## src/rtl/adc_seq_pkg.sv

```systemverilog
`timescale 1ns/1ps
// Package: shared encodings for the ADC mode sequencer.
// Assumes: operation field is 3 bits, power field 2 bits.
package adc_seq_pkg;

    typedef enum logic [2:0] {
        OP_PWRDN  = 3'b000,
        OP_CONT   = 3'b001,
        OP_SINGLE = 3'b010,
        OP_IDLE   = 3'b011,
        OP_SOFF   = 3'b100,
        OP_SGAIN  = 3'b101,
        OP_ZERO   = 3'b110,
        OP_FULL   = 3'b111
    } op_e;

    typedef enum logic [1:0] {
        PM_NORMAL  = 2'b00,
        PM_LOW     = 2'b01,
        PM_LOWPLUS = 2'b10,
        PM_UNDEF   = 2'b11
    } pmode_e;

    // True when the operation runs the converter (not power-down or idle).
    function automatic logic op_active(op_e op);
        return (op != OP_PWRDN) && (op != OP_IDLE);
    endfunction

endpackage

```

## src/rtl/adc_mode_reg.sv

```systemverilog
`timescale 1ns/1ps
// Module: adc_mode_reg
// Holds the 8-bit mode word and decodes its fields. A software write
// replaces the word (bit 7 forced to 0). The end of a one-shot operation
// rewrites the operation field to idle. Assumes a write and a one-shot
// completion never land together (the top gates completion with wr_en).
module adc_mode_reg
    import adc_seq_pkg::*;
(
    input  logic       clk,
    input  logic       rst_n,
    input  logic       wr_en,
    input  logic [7:0] wr_data,
    input  logic       oneshot_done,
    output logic [7:0] mode_q,
    output op_e        op,
    output pmode_e     pm_eff,
    output logic       pm_bad,
    output logic       prec_sel,
    output logic       res_sel
);

    logic [7:0] mode_r;

    // Mode word storage: software write, or automatic return to idle.
    always_ff @(posedge clk) begin
        if (!rst_n) begin
            mode_r <= 8'h00;
        end else if (wr_en) begin
            mode_r <= {1'b0, wr_data[6:0]};
        end else if (oneshot_done) begin
            mode_r[2:0] <= OP_IDLE;
        end
    end

    // Field decode; undefined power code runs as normal.
    always_comb begin
        op       = op_e'(mode_r[2:0]);
        pm_eff   = (mode_r[4:3] == 2'b11) ? PM_NORMAL : pmode_e'(mode_r[4:3]);
        prec_sel = mode_r[5];
        res_sel  = mode_r[6];
        pm_bad   = wr_en && (wr_data[4:3] == 2'b11);
        mode_q   = mode_r;
    end

    assert_reserved_zero_R2: assert property (@(posedge clk) disable iff (!rst_n)
        !mode_q[7]);

    assert_auto_idle_R4: assert property (@(posedge clk) disable iff (!rst_n)
        (oneshot_done && !wr_en) |=> (mode_q[2:0] == OP_IDLE));

endmodule

```

## src/rtl/adc_settle_counter.sv

```systemverilog
`timescale 1ns/1ps
// Module: adc_settle_counter
// Counts converter-cycle strobes for the running operation and flags the
// strobe that completes the settle window. The count saturates, so
// continuous mode flags every strobe after settling. Assumes chop is held
// steady during a count; a clear (mode write) restarts from zero.
module adc_settle_counter
    import adc_seq_pkg::*;
#(
    parameter int CNT_W = 3
) (
    input  logic clk,
    input  logic rst_n,
    input  logic clear,
    input  logic run,
    input  logic chop,
    input  op_e  op,
    input  logic cyc_done,
    output logic hit
);

    localparam logic [CNT_W-1:0] BASE_CHOP = CNT_W'(3);
    localparam logic [CNT_W-1:0] BASE_PLAIN = CNT_W'(2);
    localparam logic [CNT_W-1:0] ZERO_CYC = CNT_W'(3);
    localparam logic [CNT_W-1:0] MAX_CNT = CNT_W'(5);

    logic [CNT_W-1:0] cnt;
    logic [CNT_W-1:0] base;
    logic [CNT_W-1:0] tgt;
    logic [CNT_W-1:0] tgt_m1;
    logic             settled;

    // Settle window length for the current operation and chop setting.
    always_comb begin
        base = chop ? BASE_CHOP : BASE_PLAIN;
        unique case (op)
            OP_SGAIN: tgt = base << 1;
            OP_ZERO:  tgt = ZERO_CYC;
            default:  tgt = base;
        endcase
        tgt_m1  = tgt - 1'b1;
        settled = (cnt >= tgt_m1);
        hit     = run && cyc_done && !clear && settled;
    end

    // Strobe counter, cleared by writes and when no operation runs.
    always_ff @(posedge clk) begin
        if (!rst_n || clear || !run) begin
            cnt <= '0;
        end else if (cyc_done && !settled) begin
            cnt <= cnt + 1'b1;
        end
    end

    assert_cnt_bound_R4: assert property (@(posedge clk) disable iff (!rst_n)
        cnt <= MAX_CNT);

    assert_clear_restarts_R11: assert property (@(posedge clk) disable iff (!rst_n)
        clear |=> (cnt == '0));

    assert_no_hit_idle_R13: assert property (@(posedge clk) disable iff (!rst_n)
        !run |-> !hit);

endmodule

```

## src/rtl/adc_cal_store.sv

```systemverilog
`timescale 1ns/1ps
// Module: adc_cal_store
// Per-channel offset and gain coefficient registers. A load pulse writes
// the data word into every channel whose enable bit is set. Assumes the
// offset and gain loads are never raised in the same cycle.
module adc_cal_store #(
    parameter int              NCH      = 2,
    parameter int              DW       = 16,
    parameter logic [DW-1:0]   GAIN_RST = 16'h8000
) (
    input  logic                clk,
    input  logic                rst_n,
    input  logic                load_off,
    input  logic                load_gain,
    input  logic [NCH-1:0]      chan_en,
    input  logic [DW-1:0]       data,
    output logic [NCH*DW-1:0]   off_flat,
    output logic [NCH*DW-1:0]   gain_flat
);

    for (genvar ch = 0; ch < NCH; ch++) begin : g_chan
        logic [DW-1:0] off_r;
        logic [DW-1:0] gain_r;

        // Offset coefficient for this channel.
        always_ff @(posedge clk) begin
            if (!rst_n) begin
                off_r <= '0;
            end else if (load_off && chan_en[ch]) begin
                off_r <= data;
            end
        end

        // Gain coefficient for this channel.
        always_ff @(posedge clk) begin
            if (!rst_n) begin
                gain_r <= GAIN_RST;
            end else if (load_gain && chan_en[ch]) begin
                gain_r <= data;
            end
        end

        assign off_flat[ch*DW +: DW]  = off_r;
        assign gain_flat[ch*DW +: DW] = gain_r;
    end

    assert_single_load_R6: assert property (@(posedge clk) disable iff (!rst_n)
        !(load_off && load_gain));

endmodule

```

## src/rtl/adc_mode_sequencer.sv

```systemverilog
`timescale 1ns/1ps
// Module: adc_mode_sequencer (top)
// Sequences the ADC operation selected by the mode word. It counts
// settle strobes, routes the settled word to the result or calibration
// registers, drives the power, reference and gain controls, and keeps
// read-to-clear status flags. Assumes cyc_done is a single-cycle pulse.
module adc_mode_sequencer
    import adc_seq_pkg::*;
#(
    parameter int            NCH      = 2,
    parameter int            DW       = 16,
    parameter int            CNT_W    = 3,
    parameter logic [DW-1:0] GAIN_RST = 16'h8000
) (
    input  logic              clk,
    input  logic              rst_n,
    input  logic              wr_en,
    input  logic [7:0]        wr_data,
    input  logic              rd_en,
    input  logic              chop_en,
    input  logic [NCH-1:0]    chan_en,
    input  logic              cyc_done,
    input  logic [DW-1:0]     cyc_data,
    output logic [7:0]        mode_q,
    output logic [2:0]        status_q,
    output logic              pwr_on,
    output logic              ref_en,
    output logic              conv_rst,
    output logic              prec_ref_en,
    output logic              lp_ref_en,
    output logic              res_sel,
    output logic [1:0]        gain_fix,
    output logic              busy,
    output logic              drdy_pulse,
    output logic [DW-1:0]     result_q,
    output logic [NCH*DW-1:0] off_q,
    output logic [NCH*DW-1:0] gain_q
);

    op_e    op;
    pmode_e pm_eff;
    logic   pm_bad;
    logic   prec_sel;
    logic   run;
    logic   hit;
    logic   oneshot_done;
    logic   load_res;
    logic   load_off;
    logic   load_gain;
    logic   conv_rdy;
    logic   cal_rdy;
    logic   pm_err;

    adc_mode_reg u_mode (
        .clk          (clk),
        .rst_n        (rst_n),
        .wr_en        (wr_en),
        .wr_data      (wr_data),
        .oneshot_done (oneshot_done),
        .mode_q       (mode_q),
        .op           (op),
        .pm_eff       (pm_eff),
        .pm_bad       (pm_bad),
        .prec_sel     (prec_sel),
        .res_sel      (res_sel)
    );

    adc_settle_counter #(.CNT_W(CNT_W)) u_cnt (
        .clk      (clk),
        .rst_n    (rst_n),
        .clear    (wr_en),
        .run      (run),
        .chop     (chop_en),
        .op       (op),
        .cyc_done (cyc_done),
        .hit      (hit)
    );

    adc_cal_store #(.NCH(NCH), .DW(DW), .GAIN_RST(GAIN_RST)) u_cal (
        .clk       (clk),
        .rst_n     (rst_n),
        .load_off  (load_off),
        .load_gain (load_gain),
        .chan_en   (chan_en),
        .data      (cyc_data),
        .off_flat  (off_q),
        .gain_flat (gain_q)
    );

    // Route the settling strobe to its destination by operation.
    always_comb begin
        run          = op_active(op);
        load_res     = hit && ((op == OP_SINGLE) || (op == OP_CONT));
        load_off     = hit && ((op == OP_SOFF) || (op == OP_ZERO));
        load_gain    = hit && ((op == OP_SGAIN) || (op == OP_FULL));
        oneshot_done = hit && (op != OP_CONT);
    end

    // Analog control outputs from the operation and power fields.
    always_comb begin
        pwr_on      = (op != OP_PWRDN);
        ref_en      = (op != OP_PWRDN);
        conv_rst    = !run;
        busy        = run;
        gain_fix    = pm_eff;
        prec_ref_en = ref_en && ((pm_eff == PM_NORMAL) || prec_sel);
        lp_ref_en   = ref_en && (pm_eff != PM_NORMAL) && !prec_sel;
    end

    // Conversion result register and data-ready pulse.
    always_ff @(posedge clk) begin
        if (!rst_n) begin
            result_q   <= '0;
            drdy_pulse <= 1'b0;
        end else begin
            drdy_pulse <= load_res;
            if (load_res) begin
                result_q <= cyc_data;
            end
        end
    end

    // Status flags: set by events, cleared by a read, set wins.
    always_ff @(posedge clk) begin
        if (!rst_n) begin
            conv_rdy <= 1'b0;
            cal_rdy  <= 1'b0;
            pm_err   <= 1'b0;
        end else begin
            conv_rdy <= (conv_rdy && !rd_en) || load_res || load_off || load_gain;
            cal_rdy  <= (cal_rdy && !rd_en) || load_off || load_gain;
            pm_err   <= (pm_err && !rd_en) || pm_bad;
        end
    end

    assign status_q = {pm_err, cal_rdy, conv_rdy};

    assert_cal_sets_both_R6: assert property (@(posedge clk) disable iff (!rst_n)
        $rose(cal_rdy) |-> conv_rdy);

    assert_one_route_R6: assert property (@(posedge clk) disable iff (!rst_n)
        $onehot0({load_res, load_off, load_gain}));

    assert_read_clears_R12: assert property (@(posedge clk) disable iff (!rst_n)
        (rd_en && !hit && !pm_bad) |=> (status_q == 3'b000));

    assert_drdy_single_R5: assert property (@(posedge clk) disable iff (!rst_n)
        drdy_pulse |-> ($past(op) == OP_SINGLE || $past(op) == OP_CONT));

    assert_cont_holds_R5: assert property (@(posedge clk) disable iff (!rst_n)
        (op == OP_CONT && !wr_en) |=> (op == OP_CONT));

endmodule

```

## config.mk

```make
export PLATFORM = sky130hd
export DESIGN_NAME = adc_mode_sequencer
export DESIGN_NICKNAME = d
export VERILOG_FILES = /design/src/rtl/adc_seq_pkg.sv /design/src/rtl/adc_mode_reg.sv /design/src/rtl/adc_settle_counter.sv /design/src/rtl/adc_cal_store.sv /design/src/rtl/adc_mode_sequencer.sv
export SDC_FILE = /design/constraint.sdc
export NUM_CORES = 1
export LEC_CHECK = 0
export BUFFER_PORTS_ARGS = -buffer_cell sky130_fd_sc_hd__buf_2
export CAP_MARGIN = 20
export CORE_AREA = 2 2 88 90
export DETAILED_ROUTE_END_ITERATION = 16
export DIE_AREA = 0 0 90 92
export GPL_ROUTABILITY_DRIVEN = 1
export PLACE_DENSITY = 0.89
export RECOVER_POWER = 25
export SLEW_MARGIN = 30
export SYNTH_ARGS = -nofsm -noshare
export SYNTH_HDL_FRONTEND = slang
export SYNTH_SLANG_ARGS = --single-unit
```

## constraint.sdc

```tcl
create_clock -name clk -period 4 [get_ports clk]
set_input_delay 1.2 -clock clk [delete_from_list [all_inputs] [get_ports clk]]
set_output_delay 1.2 -clock clk [all_outputs]
set_load 0.05 [all_outputs]
```

## Word-level counts from Yosys, hierarchy flattened

Index checks and enable logic that the tools add are counted.

| cells by class | value |
|---|---|
| $add $sub $neg | 2 |
| muxes and demuxes | 5 |
| eq/ne operators | 10 |
| order comparisons | 1 |
| reduce and logical (&&, ||, !) cells | 42 |

Operator list:

| kind | count |
|---|---|
| $logic_and A1 B1 Y1 | 20 |
| $eq A3 B3 Y1 const B | 4 |
| $logic_or A1 B1 Y1 | 12 |
| $logic_not A1 Y1 | 6 |
| $mux W3 | 2 |
| $pmux W3 S2 | 1 |
| $eq A2 B2 Y1 const B | 2 |
| $reduce_bool A2 Y1 | 2 |
| $add A3 B1 Y3 const B | 1 |
| $eq A3 B1 Y1 const B | 1 |
| $eq A3 B2 Y1 const B | 1 |
| $ge A3 B3 Y1 | 1 |
| $ne A3 B1 Y1 const B | 1 |
| $ne A3 B2 Y1 const B | 1 |
| $reduce_bool A3 Y1 | 1 |
| $sub A3 B1 Y3 const B | 1 |
| $logic_not A2 Y1 | 1 |
| $mux W2 | 1 |
| $mux W1 | 1 |

| word-level totals | value |
|---|---|
| output and inout port bits | 101 |
| register bits | 94 |
| input bits | 32 |
| logic and storage cells | 72 |

## Logic depth before layout (Yosys ltp)

| depth | value |
|---|---|
| depth after elaboration | 9 |
| depth in mapped cells | 13 |
| mapped depth without buffers | 10 |

## By module

Synthesis repeated with hierarchy kept, for this count alone.

| unflattened totals | value |
|---|---|
| cell total of the unflattened synthesis | 395 |
| area, all modules | 3891.2 um2 |

By module, submodules not included:

| module | area an instance (um2) | instances | sequential area each (um2) | cells each |
|---|---|---|---|---|
| adc_cal_store | 2353.5 | 1 | 1281.2 | 226 |
| adc_mode_sequencer | 888.4 | 1 | 400.4 | 101 |
| adc_mode_reg | 337.8 | 1 | 140.1 | 32 |
| adc_settle_counter | 311.5 | 1 | 60.1 | 36 |

## Worst setup path before layout

No wires, ideal clock.

| timing path | value |
|---|---|
| kind | reg2out |
| from | reg u_mode.mode_r[3], in the netlist u_mode.mode_q[3] |
| to | out lp_ref_en |
| required time | 2800 ps |
| slack | 661 ps |
| buffers on the path | 0 |
| data arrival time | 2139 ps |
| cell stages (with the launch flop) | 4 |
| path through | dfxtp_1 > inv_1 > ha_1 > nor3_1 |

| on the way | value |
|---|---|
| word-level cells in the longest chain between the ends | 5 |

Ends and longest elaborated chain:

| element | line | RTL |
|---|---|---|
| start: declaration | adc_mode_reg.sv:23 | `logic [7:0] mode_r;` |
| start signal: assignment | adc_mode_reg.sv:30 | `mode_r <= {1'b0, wr_data[6:0]};` |
| $eq A2 B2 Y1 | adc_mode_reg.sv:39 | `pm_eff = (mode_r[4:3] == 2'b11) ? PM_NORMAL : pmode_e'(mode_r[4:3]);` |
| $mux W2 * | adc_mode_reg.sv:39 |  |
| $reduce_bool A2 Y1 * | adc_mode_sequencer.sv:107 | `lp_ref_en = ref_en && (pm_eff != PM_NORMAL) && !prec_sel;` |
| $logic_and A1 B1 Y1 * (2 in series) | adc_mode_sequencer.sv:107 |  |
| end: declaration | adc_mode_sequencer.sv:30 | `output logic lp_ref_en,` |

Every way passes the cells marked *; elsewhere a longest branch is shown, timed or not.

==> key figures <==
Critical path
  – Max incr delay on CP: 1.10 ns
  – Worst Setup Path Type: primary input to flop
  – Reg2reg start: u_mode.mode_q[2]
  – CP top delay family: buffers and inverters
  – Critical-path top delay cell: clkbuf_1
  – Crit path max fanout: 34
  – Worst Reg-to-Reg Cells: 11
  – Bufs and invs on worst path: 2
  – Worst Path Required: 4.26 ns
  – CP Capture Type: flop
  – Reg2Reg Setup Slack: 1.20 ns
  – Reg2Reg Capture Point: u_cal.g_chan[0].off_r[6]
  – Crit. Startpoint: rst_n
  – Cell Chain, Critical Path: clkbuf_1 -> clkinv_1 -> nor2_1 -> nand2_1 -> o22ai_1
  – Arrival time at the worst endpoint: 3.60 ns
  – Worst setup SP type: primary input

Placed design
  – PortBufs: 130
  – Post-DP HPWL: 6140 um
  – Placed Cells: 587
  – GPL Wtd Cong: 0.840
  – DP Area: 0.00444 mm2

Clock network
  – Number of clock sinks: 94
  – # Post-CTS Setup Buffers: 0
  – Inserted Clock Buffers: 9
  – Clock latency on the worst-skew pair: 0.36 ns
  – H-tree depth: 3
  – Post-cts hold buffer count: 0
  – CTS Buffer Depth: 2
  – PostCTS Resize Cnt: 0
  – CTS tree: built
  – CTS root buf: clkbuf_8
  – CTS clock-pin slew for the worst setup and hold paths: 0.08 ns

Floorplan
  – Vert. Die Dim: 92 um
  – FP Rows: 32
  – Initial Util: 51.6%
  – Die span in x: 90 um
  – # IOs: 133
  – Die ar.: 0.00828 mm2
  – Core Box Area: 0.00745 mm2

Yosys
  – Synth Register Bits: 94
  – Sequential fraction of the synthesis area: 49.0%
  – Avg Cell Area, Syn: 10.1 um2
  – Cell taking the most area after synthesis: dfxtp_1
  – EDFF count, synth: 0
  – Synthesized area: 0.00384 mm2
  – Warnings from Yosys: 0
  – Syn nets: 420
  – Leading register cell type out of synthesis: dfxtp_1
  – Area fraction of the dominant cell type after synthesis: 49.0%
  – Distinct cell type count after synthesis: 42
  – Cells after Synth: 381
  – Synth area leaders: dfxtp_1 49%, mux2i_1 21%, nand2_1 9.7%
  – Async SR Flop Fraction: 0%

Final layout
  – Commonest non-fill, non-tap cell in the layout: nand2_1
  – Final core occ: 61.6%
  – Synthesis-to-layout area growth: 19.3%
  – Most frequent cells in the layout: 99 x nand2_1, 94 x dfxtp_1, 86 x buf_2
  – Nets: 535
  – Layout cells sized above 1: 23.0%
  – Final non-filler cell total: 602
  – Cell area after layout: 0.00459 mm2
  – Antenna diodes: 0

Timing
  – Clk_skew: 0.00991 ns
  – Final setup TNS: 0 ns
  – Final worst-path cycle share: 83.4%
  – RSZ-0062 raised after global routing: no
  – Slew headroom: -3.66%
  – Worst-margin pin slew: 1.55 ns
  – Endpoints failing setup: 0
  – Slew Limit Fails: 34
  – Period minus WS final: 3.34 ns
  – Achievable Freq: 300 MHz
  – Final Hold Fails: 0

Min path
  – Hold Path Depth: 2
  – Hold path start: u_cal.g_chan[1].off_r[15]
  – Hold crit path type: flop to flop
  – Hold EP: u_cal.g_chan[1].off_r[15]

Power
  – Leakage: 2.02 nW
  – Psw: 485 uW
  – Tot Pwr: 1.79 mW
  – Logic pwr share: 11.0%
  – Worst VDD drop: 0.235 mV
  – Int Pwr: 1.31 mW
  – Cell area power density: 391 mW/mm2
  – Clock share of power: 35.8%
  – Sw Ratio: 27.1%
  – Sequential power share: 53.2%

Global routing
  – Vias in the first global route: 3058
  – Initial antenna violation count: 0
  – Largest net degree at the start of global routing: 69
  – GR Util All Layers: 21.4%
  – Overflow left after global routing: 0
  – First-pass GRT wire length: 14400 um

Flow run
  – Max Cap Violations: 1

Drt
  – First-pass detailed-route iteration total: 4
  – Via count: 3049
  – Final WL: 8720 um
  – Post-DRT Antenna Nets: 0
  – Initial drt markers: 54
  – Avg WL per Cell: 14.5 um
  – DRC: 0
  – Vias/cell: 5.06

Outcome
  – Violated checks: max-capacitance violations, max-slew violations
  – Outcome: finished with violations
cells by family (layout without fill, tap and decap cells):
group | count (synthesis) | count (layout) | share of synthesized area (%)
AOI/OAI and AO/OA | 19 | 19 | 3.78
xor gates and xnor gates | 3 | 3 | 0.684
adders and majority gates | 7 | 7 | 2.28
buffers and inverters | 38 | 157 | 6.74
DFF | 94 | 94 | 49.0
muxes | 82 | 82 | 21.4
other | 1 | 1 | 0.0976
and+or+nand+nor | 137 | 137 | 16.1
worst max-delay path by stage:
stage                                    end  slack, ns  depth (start not counted)
global placement    u_cal.g_chan[1].off_r[6]       0.59                         12
finish                      u_mode.mode_q[0]       0.66                          5
floorplan                          lp_ref_en       0.66                          3
detailed placement  u_cal.g_chan[0].off_r[6]       0.51                         12
global route                        conv_rdy       0.35                          5
CTS                 u_cal.g_chan[0].off_r[6]       0.87                         12
power by group through the flow:
| stage | clock network [mW] | logic, mW | registers (mW) |
|---|---|---|---|
| 4_1_cts | 0.654 | 0.198 | 0.953 |
| 3_3_place_gp | 0 | 0.193 | 0.975 |
| 5_1_grt | 0.690 | 0.210 | 0.955 |
| 3_5_place_dp | 0 | 0.197 | 0.975 |
| 2_1_floorplan | 0 | 0.128 | 0.999 |
| 6_report | 0.641 | 0.196 | 0.953 |
cell usage after synthesis, types with 2 or more instances:
cell      instances
clkbuf_1         10
nor3_1            5
nand2b_1          2
nand3b_1          2
buf_12            2
xor2_1            2
buf_8             2
nor2_8            2
o21ai_0           4
and3_1            2
nand2_1          99
o211ai_1          2
a32o_1            2
buf_1             2
dfxtp_1          94
a21oi_1           5
buf_4            10
mux2i_1          82
nand3_1           2
nor2_1           14
ha_1              7
buf_6             3
inv_1             7
flip-flops by register name, indices dropped and copies added (netlist names):
register / cells
cal_rdy: 1
conv_rdy: 1
drdy_pulse: 1
pm_err: 1
result_q: 16
u_cal.g_chan.gain_r: 32
u_cal.g_chan.off_r: 32
u_cnt.cnt: 3
u_mode.mode_q: 7
tightest hold or removal path: cells and delay by family (launching register included):
family	cells	cell delay, ns
flip-flops	1	0.31
AND/OR/NAND/NOR	1	0.05
multiplexers	1	0.05
through the flow:
stage / hold WS, ns / setup WS [ns]
6_report: 0.461 / 0.664
5_1_grt: 0.483 / 0.348
4_1_cts: 0.459 / 0.869
3_5_place_dp: 0.445 / 0.506
3_3_place_gp: 0.440 / 0.594
2_1_floorplan: 0.445 / 0.661
metal layers:
| layer | GRT usage, % | wire length [um] | up-vias |
|---|---|---|---|
| met3 | 5.83 | 593 | 14 |
| li1 | - | - | 1497 |
| met4 | 8.85 | 174 | 0 |
| met2 | 35.5 | 4090 | 104 |
| met5 | 0 | 0 | - |
| met1 | 26.4 | 3860 | 1434 |
final cells by class:
class | count | area, um2
clock inverter | 5 | 67.6
inverter | 8 | 30.0
fill | 674 | 2860
tap | 102 | 128
timing repair buffer | 134 | 638
clock buffer | 10 | 138
sequential | 94 | 1880
multi-input combinational | 249 | 1700
No activity file was read; power rests on OpenSTA's default activity.
